`src/rtl/xdu_pkg.sv`:
```
package xdu_pkg;

   localparam int LEN_W    = 11;
   localparam int CTRL_W   = 32;

   localparam int B_SPD    = 29;
   localparam int B_ERR_LO = 27;
   localparam int B_ISO    = 25;
   localparam int B_IOC    = 24;
   localparam int B_ACT    = 23;
   localparam int B_STALL  = 22;
   localparam int B_BABBLE = 20;
   localparam int B_NAK    = 19;
   localparam int B_TMO    = 18;

   typedef enum logic [2:0] {
      RK_DATA   = 3'd0,
      RK_NAK    = 3'd1,
      RK_STALL  = 3'd2,
      RK_NODEV  = 3'd3,
      RK_BABBLE = 3'd4,
      RK_DEFER  = 3'd5,
      RK_TMO    = 3'd6,
      RK_TMO_B  = 3'd7
   } rkind_e;

   typedef enum logic [1:0] {
      OC_ADV   = 2'd0,
      OC_HOLD  = 2'd1,
      OC_FATAL = 2'd2,
      OC_DEFER = 2'd3
   } ocode_e;

   typedef struct packed {
      logic [7:0]       pid;
      logic [6:0]       dev;
      logic [3:0]       ep;
      logic [LEN_W-1:0] maxlen;
   } tok_t;

   typedef struct packed {
      logic [CTRL_W-1:0] ctrl;
      logic [1:0]        imask;
      ocode_e            code;
      logic              usb_err;
      logic              proc_err;
      tok_t              tok;
   } rsp_t;

endpackage

```
`src/rtl/xdu_token_dec.sv`:
```
module xdu_token_dec
   import xdu_pkg::*;
(
   input  logic [31:0] token,
   output tok_t        tok
);
   logic [LEN_W-1:0] len_m1;

   assign len_m1     = token[31:21];
   assign tok.pid    = token[7:0];
   assign tok.dev    = token[14:8];
   assign tok.ep     = token[18:15];
   assign tok.maxlen = len_m1 + LEN_W'(1);
endmodule

```
`src/rtl/xdu_retry.sv`:
```
module xdu_retry
   import xdu_pkg::*;
(
   input  logic [CTRL_W-1:0] ctrl_in,
   output logic [CTRL_W-1:0] ctrl_out,
   output logic              exhausted
);
   logic [1:0] cnt;
   logic [1:0] cnt_nxt;

   assign cnt = ctrl_in[B_ERR_LO +: 2];

   always_comb begin
      ctrl_out        = ctrl_in;
      ctrl_out[B_TMO] = 1'b1;
      exhausted       = 1'b0;
      cnt_nxt         = cnt;
      if (cnt != 2'd0) begin
         cnt_nxt = cnt - 2'd1;
         if (cnt_nxt == 2'd0) begin
            ctrl_out[B_ACT] = 1'b0;
            exhausted       = 1'b1;
         end
      end
      ctrl_out[B_ERR_LO +: 2] = cnt_nxt;
   end
endmodule

```
`src/rtl/xdu_outcome.sv`:
```
module xdu_outcome
   import xdu_pkg::*;
#(
   parameter int         CNT_W     = 12,
   parameter logic [7:0] PID_OUT   = 8'hE1,
   parameter logic [7:0] PID_IN    = 8'h69,
   parameter logic [7:0] PID_SETUP = 8'h2D
) (
   input  logic [CTRL_W-1:0] ctrl,
   input  tok_t              tok,
   input  logic [2:0]        kind,
   input  logic [CNT_W-1:0]  count,
   output rsp_t              rsp
);
   logic              is_in, is_setup, pid_ok, overrun, short_pkt;
   logic [LEN_W-1:0]  xfer_len;
   logic [CTRL_W-1:0] base, retry_in, retry_out;
   logic              retry_exh;
   rkind_e            rk;

   assign rk       = rkind_e'(kind);
   assign is_in    = (tok.pid == PID_IN);
   assign is_setup = (tok.pid == PID_SETUP);
   assign pid_ok   = is_in || is_setup || (tok.pid == PID_OUT);
   assign overrun  = is_in && (rk == RK_DATA) && (count > CNT_W'(tok.maxlen));
   assign xfer_len = is_in ? count[LEN_W-1:0] : tok.maxlen;
   assign short_pkt = is_in && ctrl[B_SPD] && (xfer_len < tok.maxlen);

   always_comb begin
      base = ctrl;
      if (ctrl[B_ISO]) base[B_ACT] = 1'b0;
      retry_in = base;
      if (rk == RK_NAK) retry_in[B_NAK] = 1'b1;
   end

   xdu_retry u_retry (
      .ctrl_in   (retry_in),
      .ctrl_out  (retry_out),
      .exhausted (retry_exh)
   );

   always_comb begin
      rsp          = '0;
      rsp.tok      = tok;
      rsp.ctrl     = ctrl;
      rsp.code     = OC_HOLD;
      rsp.imask[0] = ctrl[B_IOC];
      if (!ctrl[B_ACT]) begin
         rsp.code = OC_HOLD;
      end else if (!pid_ok) begin
         rsp.proc_err = 1'b1;
         rsp.code     = OC_FATAL;
      end else if (rk == RK_DEFER) begin
         rsp.code = OC_DEFER;
      end else if (rk == RK_BABBLE || overrun) begin
         rsp.ctrl           = base;
         rsp.ctrl[B_BABBLE] = 1'b1;
         rsp.ctrl[B_STALL]  = 1'b1;
         rsp.ctrl[B_ACT]    = 1'b0;
         rsp.code           = OC_FATAL;
      end else begin
         unique case (rk)
            RK_DATA: begin
               rsp.ctrl               = base;
               rsp.ctrl[LEN_W-1:0]    = xfer_len - LEN_W'(1);
               rsp.ctrl[B_ACT]        = 1'b0;
               rsp.ctrl[B_NAK]        = 1'b0;
               if (short_pkt) begin
                  rsp.imask[1] = 1'b1;
                  rsp.code     = OC_HOLD;
               end else begin
                  rsp.code     = OC_ADV;
               end
            end
            RK_NAK: begin
               if (is_setup) begin
                  rsp.ctrl    = retry_out;
                  rsp.usb_err = retry_exh;
               end else begin
                  rsp.ctrl = retry_in;
               end
            end
            RK_STALL: begin
               rsp.ctrl          = base;
               rsp.ctrl[B_STALL] = 1'b1;
               rsp.ctrl[B_ACT]   = 1'b0;
            end
            default: begin
               rsp.ctrl    = retry_out;
               rsp.usb_err = retry_exh;
            end
         endcase
      end
   end
endmodule

```
`src/rtl/xfer_desc_update.sv`:
```
module xfer_desc_update
   import xdu_pkg::*;
#(
   parameter int         CNT_W     = 12,
   parameter bit         OUT_REG   = 1'b1,
   parameter logic [7:0] PID_OUT   = 8'hE1,
   parameter logic [7:0] PID_IN    = 8'h69,
   parameter logic [7:0] PID_SETUP = 8'h2D
) (
   input  logic             clk,
   input  logic             rst_n,
   input  logic             req_valid,
   output logic             req_ready,
   input  logic [31:0]      req_ctrl,
   input  logic [31:0]      req_token,
   input  logic [2:0]       res_kind,
   input  logic [CNT_W-1:0] res_count,
   output logic             rsp_valid,
   input  logic             rsp_ready,
   output logic [31:0]      rsp_ctrl,
   output logic [1:0]       rsp_imask,
   output logic [1:0]       rsp_code,
   output logic             rsp_usb_err,
   output logic             rsp_proc_err,
   output logic [7:0]       rsp_pid,
   output logic [6:0]       rsp_dev,
   output logic [3:0]       rsp_ep,
   output logic [10:0]      rsp_maxlen
);
   if (CNT_W <= LEN_W) begin : g_bad_cnt
      $error("CNT_W must exceed the length field width");
   end
   if (PID_OUT == PID_IN || PID_IN == PID_SETUP || PID_OUT == PID_SETUP) begin : g_bad_pid
      $error("packet identifiers must differ");
   end

   tok_t tok;
   rsp_t rsp_nxt, rsp_cur;

   xdu_token_dec u_dec (
      .token (req_token),
      .tok   (tok)
   );

   xdu_outcome #(
      .CNT_W     (CNT_W),
      .PID_OUT   (PID_OUT),
      .PID_IN    (PID_IN),
      .PID_SETUP (PID_SETUP)
   ) u_out (
      .ctrl  (req_ctrl),
      .tok   (tok),
      .kind  (res_kind),
      .count (res_count),
      .rsp   (rsp_nxt)
   );

   if (OUT_REG) begin : g_reg
      logic vld_q;
      rsp_t rsp_q;

      assign req_ready = !vld_q || rsp_ready;

      always_ff @(posedge clk or negedge rst_n) begin
         if (!rst_n) begin
            vld_q <= 1'b0;
            rsp_q <= '0;
         end else if (req_ready) begin
            vld_q <= req_valid;
            if (req_valid) rsp_q <= rsp_nxt;
         end
      end

      assign rsp_valid = vld_q;
      assign rsp_cur   = rsp_q;
   end else begin : g_thru
      assign req_ready = rsp_ready;
      assign rsp_valid = req_valid;
      assign rsp_cur   = rsp_nxt;
   end

   assign rsp_ctrl     = rsp_cur.ctrl;
   assign rsp_imask    = rsp_cur.imask;
   assign rsp_code     = rsp_cur.code;
   assign rsp_usb_err  = rsp_cur.usb_err;
   assign rsp_proc_err = rsp_cur.proc_err;
   assign rsp_pid      = rsp_cur.tok.pid;
   assign rsp_dev      = rsp_cur.tok.dev;
   assign rsp_ep       = rsp_cur.tok.ep;
   assign rsp_maxlen   = rsp_cur.tok.maxlen;
endmodule

```
`config.mk`:
```
export PLATFORM = sky130hd
export DESIGN_NAME = xfer_desc_update
export DESIGN_NICKNAME = d
export VERILOG_FILES = /design/src/rtl/xdu_pkg.sv /design/src/rtl/xdu_token_dec.sv /design/src/rtl/xdu_retry.sv /design/src/rtl/xdu_outcome.sv /design/src/rtl/xfer_desc_update.sv
export SDC_FILE = /design/constraint.sdc
export NUM_CORES = 1
export LEC_CHECK = 0
export BUFFER_PORTS_ARGS = -buffer_cell sky130_fd_sc_hd__buf_2
export CAP_MARGIN = 30
export CELL_PAD_IN_SITES_DETAIL_PLACEMENT = 2
export CELL_PAD_IN_SITES_GLOBAL_PLACEMENT = 2
export CORE_MARGIN = 2
export CORE_UTILIZATION = 34
export DETAILED_ROUTE_END_ITERATION = 8
export HOLD_SLACK_MARGIN = 0.08
export PLACE_DENSITY_LB_ADDON = 0.2
export SYNTH_ARGS = -nofsm -noshare
export SYNTH_HDL_FRONTEND = slang
export SYNTH_HIERARCHICAL = 1
export SYNTH_SLANG_ARGS = --single-unit
export TNS_END_PERCENT = 100
```
`constraint.sdc`:
```
create_clock -name clk -period 3.52 [get_ports clk]
set_input_delay 0.352 -clock clk [delete_from_list [all_inputs] [get_ports clk]]
set_output_delay 0.352 -clock clk [all_outputs]
set_load 0.01 [all_outputs]
```
======== After elaboration in Yosys (flattened, before gate mapping) ========
Cells that the tools add are included.
storage, ports and cells
  register bits ........................... 69
  output and inout port bits .............. 70
  logic and storage cells ................. 66
cells by class
  equality and inequality tests ........... 7
  $lt $le $gt $ge ......................... 2
  reductions and logical operators ........ 14
  mux-type cells .......................... 30
  add/sub/neg operators ................... 3
operators with widths
  kind                                                                    number
  30-bit two-way mux                                                      3
  29-bit case mux with 3 select lines                                     1
  29-bit two-way mux                                                      2
  1-bit two-way mux                                                       16
  12-bit by 11-bit greater-than comparator with 1-bit output              1
  2-bit two-way mux                                                       6
  11-bit by 1-bit adder with 11-bit output (second input constant)        1
  11-bit < comparator                                                     1
  11-bit two-way mux                                                      1
  11-bit by 1-bit subtractor with 11-bit output (second input constant)   1
  8-bit by 6-bit equality test with 1-bit output (second input constant)  1
  8-bit by 7-bit equality test with 1-bit output (second input constant)  1
  8-bit equality test (second input constant)                             1
  3-bit equality test (second input constant)                             2
  1-bit logical AND                                                       4
  1-bit logical OR                                                        4
  3-bit by 1-bit equality test with 1-bit output (second input constant)  1
  3-bit by 2-bit equality test with 1-bit output (second input constant)  1
  3-bit logical NOT                                                       1
  2-bit logical NOT                                                       1
  1-bit case mux with 2 select lines                                      1
  2-bit AND reduction                                                     1
  2-bit nonzero test                                                      1
  2-bit OR reduction                                                      1
  other kinds (2)                                                         2

======== Depth between registers and ports, before layout ========
Gate-level depths: netlist of run 1.
  word-level depth ........................ 10
  depth in mapped cells ................... 15
  gate-level depth less buffers ........... 13

======== Cells and area by module ========
Netlist of run 1, hierarchy kept.
modules (own cells, without submodules)
  module            times used  area each (um2)  cells each  sequential area each (um2)
  xfer_desc_update  1           2,652.5          147         1,726.7
  xdu_outcome       1           2,168.3          349         0.0
  xdu_token_dec     1           306.5            41          0.0
  xdu_retry         1           260.2            34          0.0

======== Least setup slack after synthesis of run 1 ========
Ideal clock, no wire load.
  kind .................................... in2reg
  from .................................... input req_token[24]
  to ...................................... register g_reg.rsp_q, in the netlist rsp_ctrl[8]
  setup slack ............................. 0.472 ns
  data arrival time ....................... 2.923 ns
  buffers on the path ..................... 1
  cell stages on the path ................. 13
  required time ........................... 3.395 ns
  cell sequence ........................... and4_4 nand2_1 xnor2_1 inv_1 ha_1 a21oi_1 a211oi_1 or3_1 o21a_1 buf_2 o21ai_0 o31ai_1 mux2_4
RTL lines
  what                  RTL line                RTL
  start, declared       xfer_desc_update.sv:15  input logic [31:0] req_token,
  end signal, assigned  xfer_desc_update.sv:70  if (req_valid) rsp_q <= rsp_nxt;
  end, declared         xfer_desc_update.sv:60  rsp_t rsp_q;

==> results.md, run 1 <==
Floorplan:
- In this run the count of I/O pins placed on the die edge is 153.
- Once the floorplan was initialized, standard cells occupied 34.3% of the core.
- The region available for standard cell placement spans 15700 sq um.
- The die is 130 um tall.
- The die covers 16900 sq um.
- The initialized floorplan defines 46 standard-cell rows.
- The width of the die is 130 um.

Clocking:
- The number of buffers on the longest clock path is 2.
- The clock reaches the later pin of the worst-skew pair after 0.35 ns.
- The number of buffers inserted during clock tree synthesis is 9.
- Clock-pin slew was measured on the worst setup and hold paths at 0.06 ns.
- Buffers inserted to repair hold after CTS numbered 0.
- The number of levels in the clock H-tree is 3.
- The library cell used as clock root buffer is clkbuf_16.
- The buffer count from post-CTS setup fixing is 0.
- The number of sinks handled by clock tree synthesis is 69.
- TritonCTS built the clock tree.
- The number of gates given a new drive strength after cts is 0.

Setup path:
- The critical path in this run is classified as in2reg.
- The data required time of the worst path is 3.75 ns.
- Of all nets on the critical path, the largest fanout is 8.
- The nature of the critical path startpoint is a primary input.
- The arrival time at the worst endpoint is 3.42 ns.
- The kind of end point of the critical path is a register.

Placed design:
- Port buffering added 150 buffers.
- The routability congestion estimate is 0.832.
- The cell area after placement is 5850 sq um.
- After detailed placement, the design holds a cell count of 854.
- Once detailed placement completed, the half-perimeter wirelength came to 12400 um.

Timing:
- For the pin with the worst max-slew slack, the measured transition is 0.762 ns.
- Setup violations remaining at the end of the flow were counted as 0.
- The highest clock rate is 313 MHz.
- The final count of hold timing violations is 0.
- The time the worst path needs with I/O delays and setup is 3.19 ns.
- The final period utilization is 90.6%.
- On the final layout, the worst clock skew is 0.00947 ns.
- Headroom to the max-slew limit came out at 49.2%.
- The number of slew-limit violations in the final report is 0.
- Setup repair after global routing left no endpoint under its margin.

Layout:
- The count of fill cells added during filler insertion is 1772.
- Excluding fillers, the count of instances in the completed layout stands at 872.
- The leading cell type in the layout, fill and taps excluded is buf_2.
- The sequential cells in the finished layout cover a total of 1730 sq um.
- The signed area change from the synthesized netlist to the final layout is 15.7%.
- In the layout the commonest cells are 149 x buf_2, 84 x nand2_1, 69 x dfrtp_1, 48 x mux2_2.
- The finished cells cover 6230 sq um.
- In the final layout, the share of cells above drive strength 1 is 41.8%.
- For this run, the post-layout net count is 756.
- The area of the multi-input gates is 2870 sq um.
- The number of antenna diodes in the final layout is 0.

Synth:
- The portion of synthesized cell area occupied by the leading cell type is 32.0%.
- The number of enable-type register cells in the synthesized netlist is 0.
- The fraction of the mapped netlist area in adder cells is 5.11%.
- The commonest register cell after synthesis is dfrtp_1.
- The mean area per synthesized cell is 9.44 sq um.
- The fraction of synthesis flops using an asynchronous set or reset pin is 100%.
- The synthesized netlist occupies a cell area of 5390 sq um.
- dfrtp_1 takes more of the synthesized area than any other cell.
- After Yosys synthesis, XOR and XNOR cells account for 3.41% of the synthesized area.
- The post-synthesis compound-gate area fraction is 10.9%.
- The synthesized net count is 676.
- By area, the combinational part of the netlist is dominated by simple AND/OR/NAND/NOR gates.
- The netlist uses 66 different library cells.
- Ranked by total cell area, the synthesized netlist is headed by dfrtp_1 32%, buf_4 11%, mux2_2 10%.
- The share of cell area taken by muxes after synthesis is 16.6%.
- The register area share after synthesis is 32.0%.
- The yosys synthesis warning count is 6.
- After synthesis the netlist holds a flip-flop and latch count of 69.
- The post-synthesis cell count is 571.
- The simple-gate portion of the synthesized area is 17.2%.

GRT:
- The initial antenna violation count is 0.
- The maximum number of pins on one net before global-route repair is 70.
- The first global-routing pass estimated 25600 um of wire.
- The via count of the first global-routing pass is 4861.
- The global-route usage over all layers is 19.6%.
- The global-route congestion overflow total is 0.

Route:
- The met1 wire length is 6660 um.
- After detailed routing, the number of vias per cell comes to 4.99.
- The routed design has 16000 um of wire.
- Summed over all nets, wire length on met2 after detailed routing comes to 8420 um.
- In the final routed layout, each cell accounts on average for 18.3 um.
- The first detailed-routing pass took 4 iterations.
- The routed layout has 4352 vias.
- The number of antenna-violating nets in the routed design is 0.
- The met3 routed wirelength is 677 um.
- The top routing layer in use is met4.
- The detailed router finished its first iteration with 89 violations.
- The number of DRC violations after detailed routing is 0.

Outcome:
- The run finished with clean final reports.

Power and ir drop:
- The power density normalized to cell area is 432 nW/um^2.
- The completed layout was analyzed and its total power is 2690 uW.
- The worst-case IR drop observed on VDD is 0.205 mV.
- For this design the static power due to leakage is 0.00297 uW.

Worst hold path:
- The class of the tightest hold or removal check is in2reg.

Flow run:
- The max-cap check violation count is 0.
==> power by group <==
| part | switching (uW) | total (uW) | internal, uW |
|---|---|---|---|
| Combinational | 343 | 671 | 328 |
| Sequential | 59.6 | 970 | 910 |
| Clock | 353 | 1050 | 697 |
==> final cells by class <==
cell class / count / share of cell area, %
Inverter: 19 / 1.14
Timing Repair Buffer: 170 / 15.2
Clock buffer: 13 / 4.50
Tap cell: 216 / 4.34
Clock inverter: 3 / 1.04
Multi-Input combinational cell: 382 / 46.1
Sequential cell: 69 / 27.7
==> cell families (layout without fill, tap and decap cells) <==
group                    count (synthesis)  after routing
AO/OA/AOI/OAI                           90             90
XOR/XNOR                                21             21
adder cells (fa/ha/maj)                 22             22
buffers and inverters                  120            205
flip-flops                              69             69
multiplexers                            73             73
other                                    1              1
AND/OR/NAND/NOR                        175            175
==> cells in the mapped netlist (4+ instances only) <==
cell type  count
o21a_1         5
mux2_4        21
o21ai_0       19
a21oi_1       14
nand2b_1       6
nor3_1         4
o31ai_1        5
nand3_1       13
nand4_1        8
buf_4         81
o211ai_1      14
o21ai_1       11
mux2_2        48
buf_2         10
inv_1         18
nand2_1       84
dfrtp_1       69
ha_1          22
xor2_1         6
mux2i_1        4
nor2_1        22
xnor2_1       15
or3_1          4
clkbuf_1       7
==> metal layers <==
metal / track usage [%] / vias up
met5: 0 / -
met4: 5.76 / 0
met1: 23.3 / 2178
met3: 3.73 / 17
met2: 35.7 / 85
li1: - / 2072
==> flip-flops by register name (all words and copies together) (netlist names) <==
name and cells:
rsp_valid 1, rsp_imask 2, rsp_ep 4, rsp_dev 7
rsp_pid 8, rsp_ctrl 32, rsp_maxlen 11, rsp_code 2
rsp_usb_err 1, rsp_proc_err 1
==> final timing paths <==
kind	startpoint	endpoint	slack [ns]	depth (start not counted)
max	req_token[23]	rsp_ctrl[5]	0.33	14
min	req_token[17]	rsp_ep[2]	0.24	2
max reg2reg	rsp_valid	rsp_code[1]	1.95	4
min reg2reg	rsp_code[1]	rsp_code[1]	0.50	1
max in group asynchronous	rst_n	rsp_maxlen[5]	2.50	3
min in group asynchronous	rst_n	rsp_dev[4]	0.46	2
==> per-stage QoR <==
stage / hold slack, ns / setup slack (ns) / util [%] / TNS (ns)
6_report: 0.235 / 0.330 / 39.7 / 0
4_1_cts: 0.172 / 0.335 / 39.4 / 0
3_5_place_dp: 0.492 / -0.0181 / 37.2 / -0.0188
2_1_floorplan: 0.0564 / 0.472 / - / 0
3_3_place_gp: 0.481 / 0.127 / 37.0 / 0
5_1_grt: 0.229 / 0.113 / 39.7 / 0
==> worst max-delay path, stage by stage <==
cell	delay (ns)
buf_2	0.13
and4_4	0.27
nand4_1	0.13
xnor2_1	0.25
inv_1	0.10
ha_1	0.36
a211oi_2	0.24
nand2_1	0.09
or3_1	0.40
o21a_1	0.28
buf_4	0.21
o21ai_1	0.19
o211ai_1	0.15
mux2_2	0.28
Power figures use the tool's default switching activity.
==> run 2, diff against run 1 <==
Settings changed: ABC_AREA set to 1, CORE_UTILIZATION 34 to 31.
==> run 2 against run 1 <==
Compared with the run above: power shrank 0.22%; setup slack gained 0.11 ns; sequential power shrank 1%; synthesized cell count grew 40%; cell count grew 25%; via count grew 21%; register-to-register slack lost 0.14 ns.
==> results.md, run 2 <==
Outcome:
- The flow ran to the end, and the final reports show no timing, DRC or antenna violations.

Timing:
- The post-route setup TNS is 0 ns.
- Headroom to the max-slew limit came out at 46.4%.
- Setup repair after global routing left no endpoint under its margin.
- The final critical path takes up 87.4% of the cycle.
- Clock skew on the completed layout was measured at 0.00843 ns.
- The number of slew-limit violations in the final report was 0.
- The final count of hold timing violations is 0.
- For the pin with the worst max-slew slack, the measured transition is 0.804 ns.
- The smallest setup slack after layout is 0.443 ns.
- Setup violations remaining at the end of the flow were counted as 0.
- Derived from the worst setup path, the maximum achievable clock frequency is 325 MHz.
- For the finished layout, the period the worst path requires is 3.08 ns.

Setup path:
- The worst register-to-register path has a setup slack of 1.81 ns.
- Counting cells, the worst reg-to-reg path comes to 5.
- The startpoint of the most critical register-to-register path is rsp_valid.
- STA puts the critical path data arrival time at 3.30 ns.
- The most frequent cell on the critical path is nand2_1.
- The worst setup path is launched from a primary input.
- Broken down by cell family, the worst path's largest delay share belongs to simple AND/OR/NAND/NOR gates.
- STA classifies the critical path endpoint as a register.
- The signal on the critical path passes through buf_2 > ha_1 > nand2_1 > nor2_4 > nand3_1 > nand2_1 > inv_1 > ha_1 > inv_1 > nor2_1 > nand3_1 > inv_1 > nand2_1 > nand3_1 > nand2_1 > nor2_4 > nand2_2 > nand2_1 > nand2_1 > nand3_1 > nand2_1.
- The cell with the largest stage delay on the worst path is nand2_2.
- The category of the critical setup timing path is in2reg.
- In this run the worst path has a maximum fanout of 18.
- The critical path contains buffers and inverters numbering 4 combined.
- Data on the critical path is required at its endpoint by 3.75 ns.
- For this run, the slowest stage of the critical path takes 0.34 ns.
- The worst register-to-register path ends at rsp_ctrl[20].

Floorplan:
- From bottom edge to top edge, the die measures 137 um.
- The die area is 18800 sq um.
- In this run the core area contains 48 standard-cell rows.
- In this run the standard cell core region covers 17300 sq um.
- The initial core utilization is 31.8%.
- The top-level I/O count is 153.
- The width of the die is 137 um.

Worst hold path:
- The number of cells traversed by the worst hold path is 3.
- The origin of the worst min-delay path is req_token[12].
- The worst hold path terminates at rsp_dev[4].
- The class of the tightest hold or removal check is in2reg.

Synth:
- The register area share after synthesis is 31.4%.
- The portion of synthesized cell area occupied by the leading cell type is 31.4%.
- Summing the areas of all compound-gate instances in the mapped netlist gives 3.10% of the synthesized area.
- A synthesized cell averages 6.88 sq um.
- The most common cell in the synthesized netlist is nand2_1.
- The largest family of logic cells by synthesized area is simple AND/OR/NAND/NOR gates.
- Counting flops with a built-in enable in the synthesized netlist gives 0.
- After synthesis, the netlist uses 34 different library cells.
- After Yosys synthesis, and, or, nand and nor cells account for 39.9% of the synthesized area.
- After synthesis the netlist holds a flip-flop and latch count of 69.
- The xor/xnor cell area share of the yosys netlist is 0.638%.
- The synthesized net count is 904.
- Among all flip-flop cells after synthesis, the most frequent one is dfrtp_1.
- The share of cell area taken by muxes after synthesis is 0%.
- The top cell type by total area after synthesis is dfrtp_1.
- For this run, asynchronously set or reset flops after synthesis account for 100%.
- By area the synthesized netlist is led by dfrtp_1 31%, nand2_1 20%, nand3_1 12%.
- After synthesis, the most frequently instantiated cells are 288 x nand2_1, 128 x nand3_1, 84 x buf_4.
- The yosys synthesis warning count is 6.
- The fraction of the mapped netlist area in adder cells is 5.01%.
- The netlist area before placement is 5500 sq um.
- The post-synthesis cell count is 799.

Layout:
- The final core area utilization is 35.7%.
- In the layout the commonest cells are 288 x nand2_1, 149 x buf_2, 128 x nand3_1, 69 x dfrtp_1, 65 x inv_1.
- The post-layout instance area is 6170 sq um.
- The net count of the finished layout is 965.
- Across the whole layout, storage elements account for 1730 sq um.
- The leading cell type in the layout, fill and taps excluded is nand2_1.
- The proportion of layout cells with a drive suffix above 1 is 24.3%.
- The count of fill cells added during filler insertion is 2111.
- The signed area change from the synthesized netlist to the final layout is 12.4%.
- The number of flip-flops in the largest register is 32.
- The area of the multi-input gates is 2680 sq um.

GRT:
- The via count of the first global-routing pass came to 5786.
- The maximum number of pins on one net before global-route repair is 71.
- The first-pass GRT wire length is 28900 um.
- In the global route stage, overall resource usage came out at 19.7%.
- After global routing the overflow that remains totals 0.
- The initial antenna violation count is 2.

Route:
- For this run, the detailed router's first-pass iteration total came to 4.
- The number of antenna-violating nets in the routed design is 0.
- The total via count after detailed routing is 5283.
- The number of vias per cell after detailed routing is 4.84.
- The number of DRC violations after detailed routing is 0.
- The post-detailed-route wirelength per cell is 16.3 um.
- The detailed router finished its first iteration with 120 violations.
- The total length of routed wires is 17700 um.

Power and ir drop:
- Power spread over the standard cell area amounts to 435 nW/um^2.
- The worst-case IR drop observed on VDD is 0.212 mV.
- Summed over all cells, the static leakage comes to 0.00357 uW.

Clocking:
- The number of buffers inserted during clock tree synthesis is 9.
- The number of levels in the clock H-tree is 3.
- The number of sinks handled by clock tree synthesis is 69.
- The clock latency on the worst-skew pair is 0.35 ns.
- The longest clock path from root to sink contains 2 buffers.
- After clock tree synthesis, the clock-pin slew on the worst setup and hold paths is 0.06 ns.
- In this run the clock root is driven by a clkbuf_16.
- After clock tree synthesis, the repair step resized 0 gates.
- The number of setup buffers added after CTS is 0.
- The clock tree from TritonCTS is done.

Placed design:
- The wire-length estimate of the detail-placed layout is 13400 um.
- The routability congestion estimate is 0.787.
- The cell area after placement is 5790 sq um.
- The worst setup timing slack at the placement stage is 0.103 ns.
- In this run the tool buffered the top-level ports with 150 buffer cells.

Flow run:
- Max-cap violations in this run came to 0.
run 2: layer usage:
metal | wire length (um) | vias to the layer above | share of wire [%] | global-route usage (%)
met5 | 13 | - | 0.073 | 0
li1 | - | 2577 | - | -
met2 | 9130 | 88 | 51 | 35.9
met3 | 641 | 13 | 3.6 | 3.41
met4 | 169 | 2 | 0.95 | 5.04
met1 | 7800 | 2603 | 44 | 23.7
run 2: cell families (layout without fill, tap and decap cells):
group,after synthesis,after routing
AO/OA/AOI/OAI,28,28
other,1,2
XOR/XNOR,4,4
adder cells (fa/ha/maj),22,22
AND/OR/NAND/NOR,492,492
buffers and inverters,183,249
flip-flops,69,69
run 2: area by class of cell:
type | count | area share [%]
flip-flops and latches | 69 | 28.0
multi-input cells | 547 | 43.4
clock inverters | 7 | 1.97
well taps | 225 | 4.56
repair buffers | 163 | 14.1
inverters | 70 | 4.30
diodes | 1 | 0.0405
clock buffers | 9 | 3.65
run 2: through the flow:
step | instances | power [uW] | hold slack [ns]
finish | 1091 | 2680 | 0.239
global route | 1090 | 2860 | 0.247
CTS | 1088 | 2740 | 0.199
detailed placement | 1072 | 1630 | 0.455
global placement | 1072 | 1600 | 0.448
floorplan | 799 | 1400 | 0.0564
run 2: worst register-to-register path: cells and delay by family, from the launching register on:
family,cells,cell delay [ns]
buffers and inverters,1,0.44
DFF,1,0.36
and+or+nand+nor,4,0.85
run 2: worst max path at each step:
| stage | cells past startpoint | startpoint | end |
|---|---|---|---|
| final | 21 | req_token[21] | rsp_ctrl[18] |
| after global placement | 21 | req_token[21] | rsp_ctrl[31] |
| after CTS | 18 | req_token[21] | rsp_ctrl[18] |
| after global routing | 18 | req_token[21] | rsp_ctrl[17] |
| after floorplan | 19 | req_token[21] | rsp_ctrl[7] |
| after detailed placement | 18 | req_token[21] | rsp_ctrl[17] |
run 2: what timing repair did:
action	CTS	global route
setup endpoints to repair	0	0
endpoints found under the hold margin	0	24
hold buffers	0	1
run 2: power breakdown:
| part | leakage, uW | switching [uW] | internal, uW |
|---|---|---|---|
| Sequential | 0.000849 | 57.4 | 901 |
| Combinational | 0.00255 | 410 | 237 |
| Clock | 0.000170 | 382 | 697 |
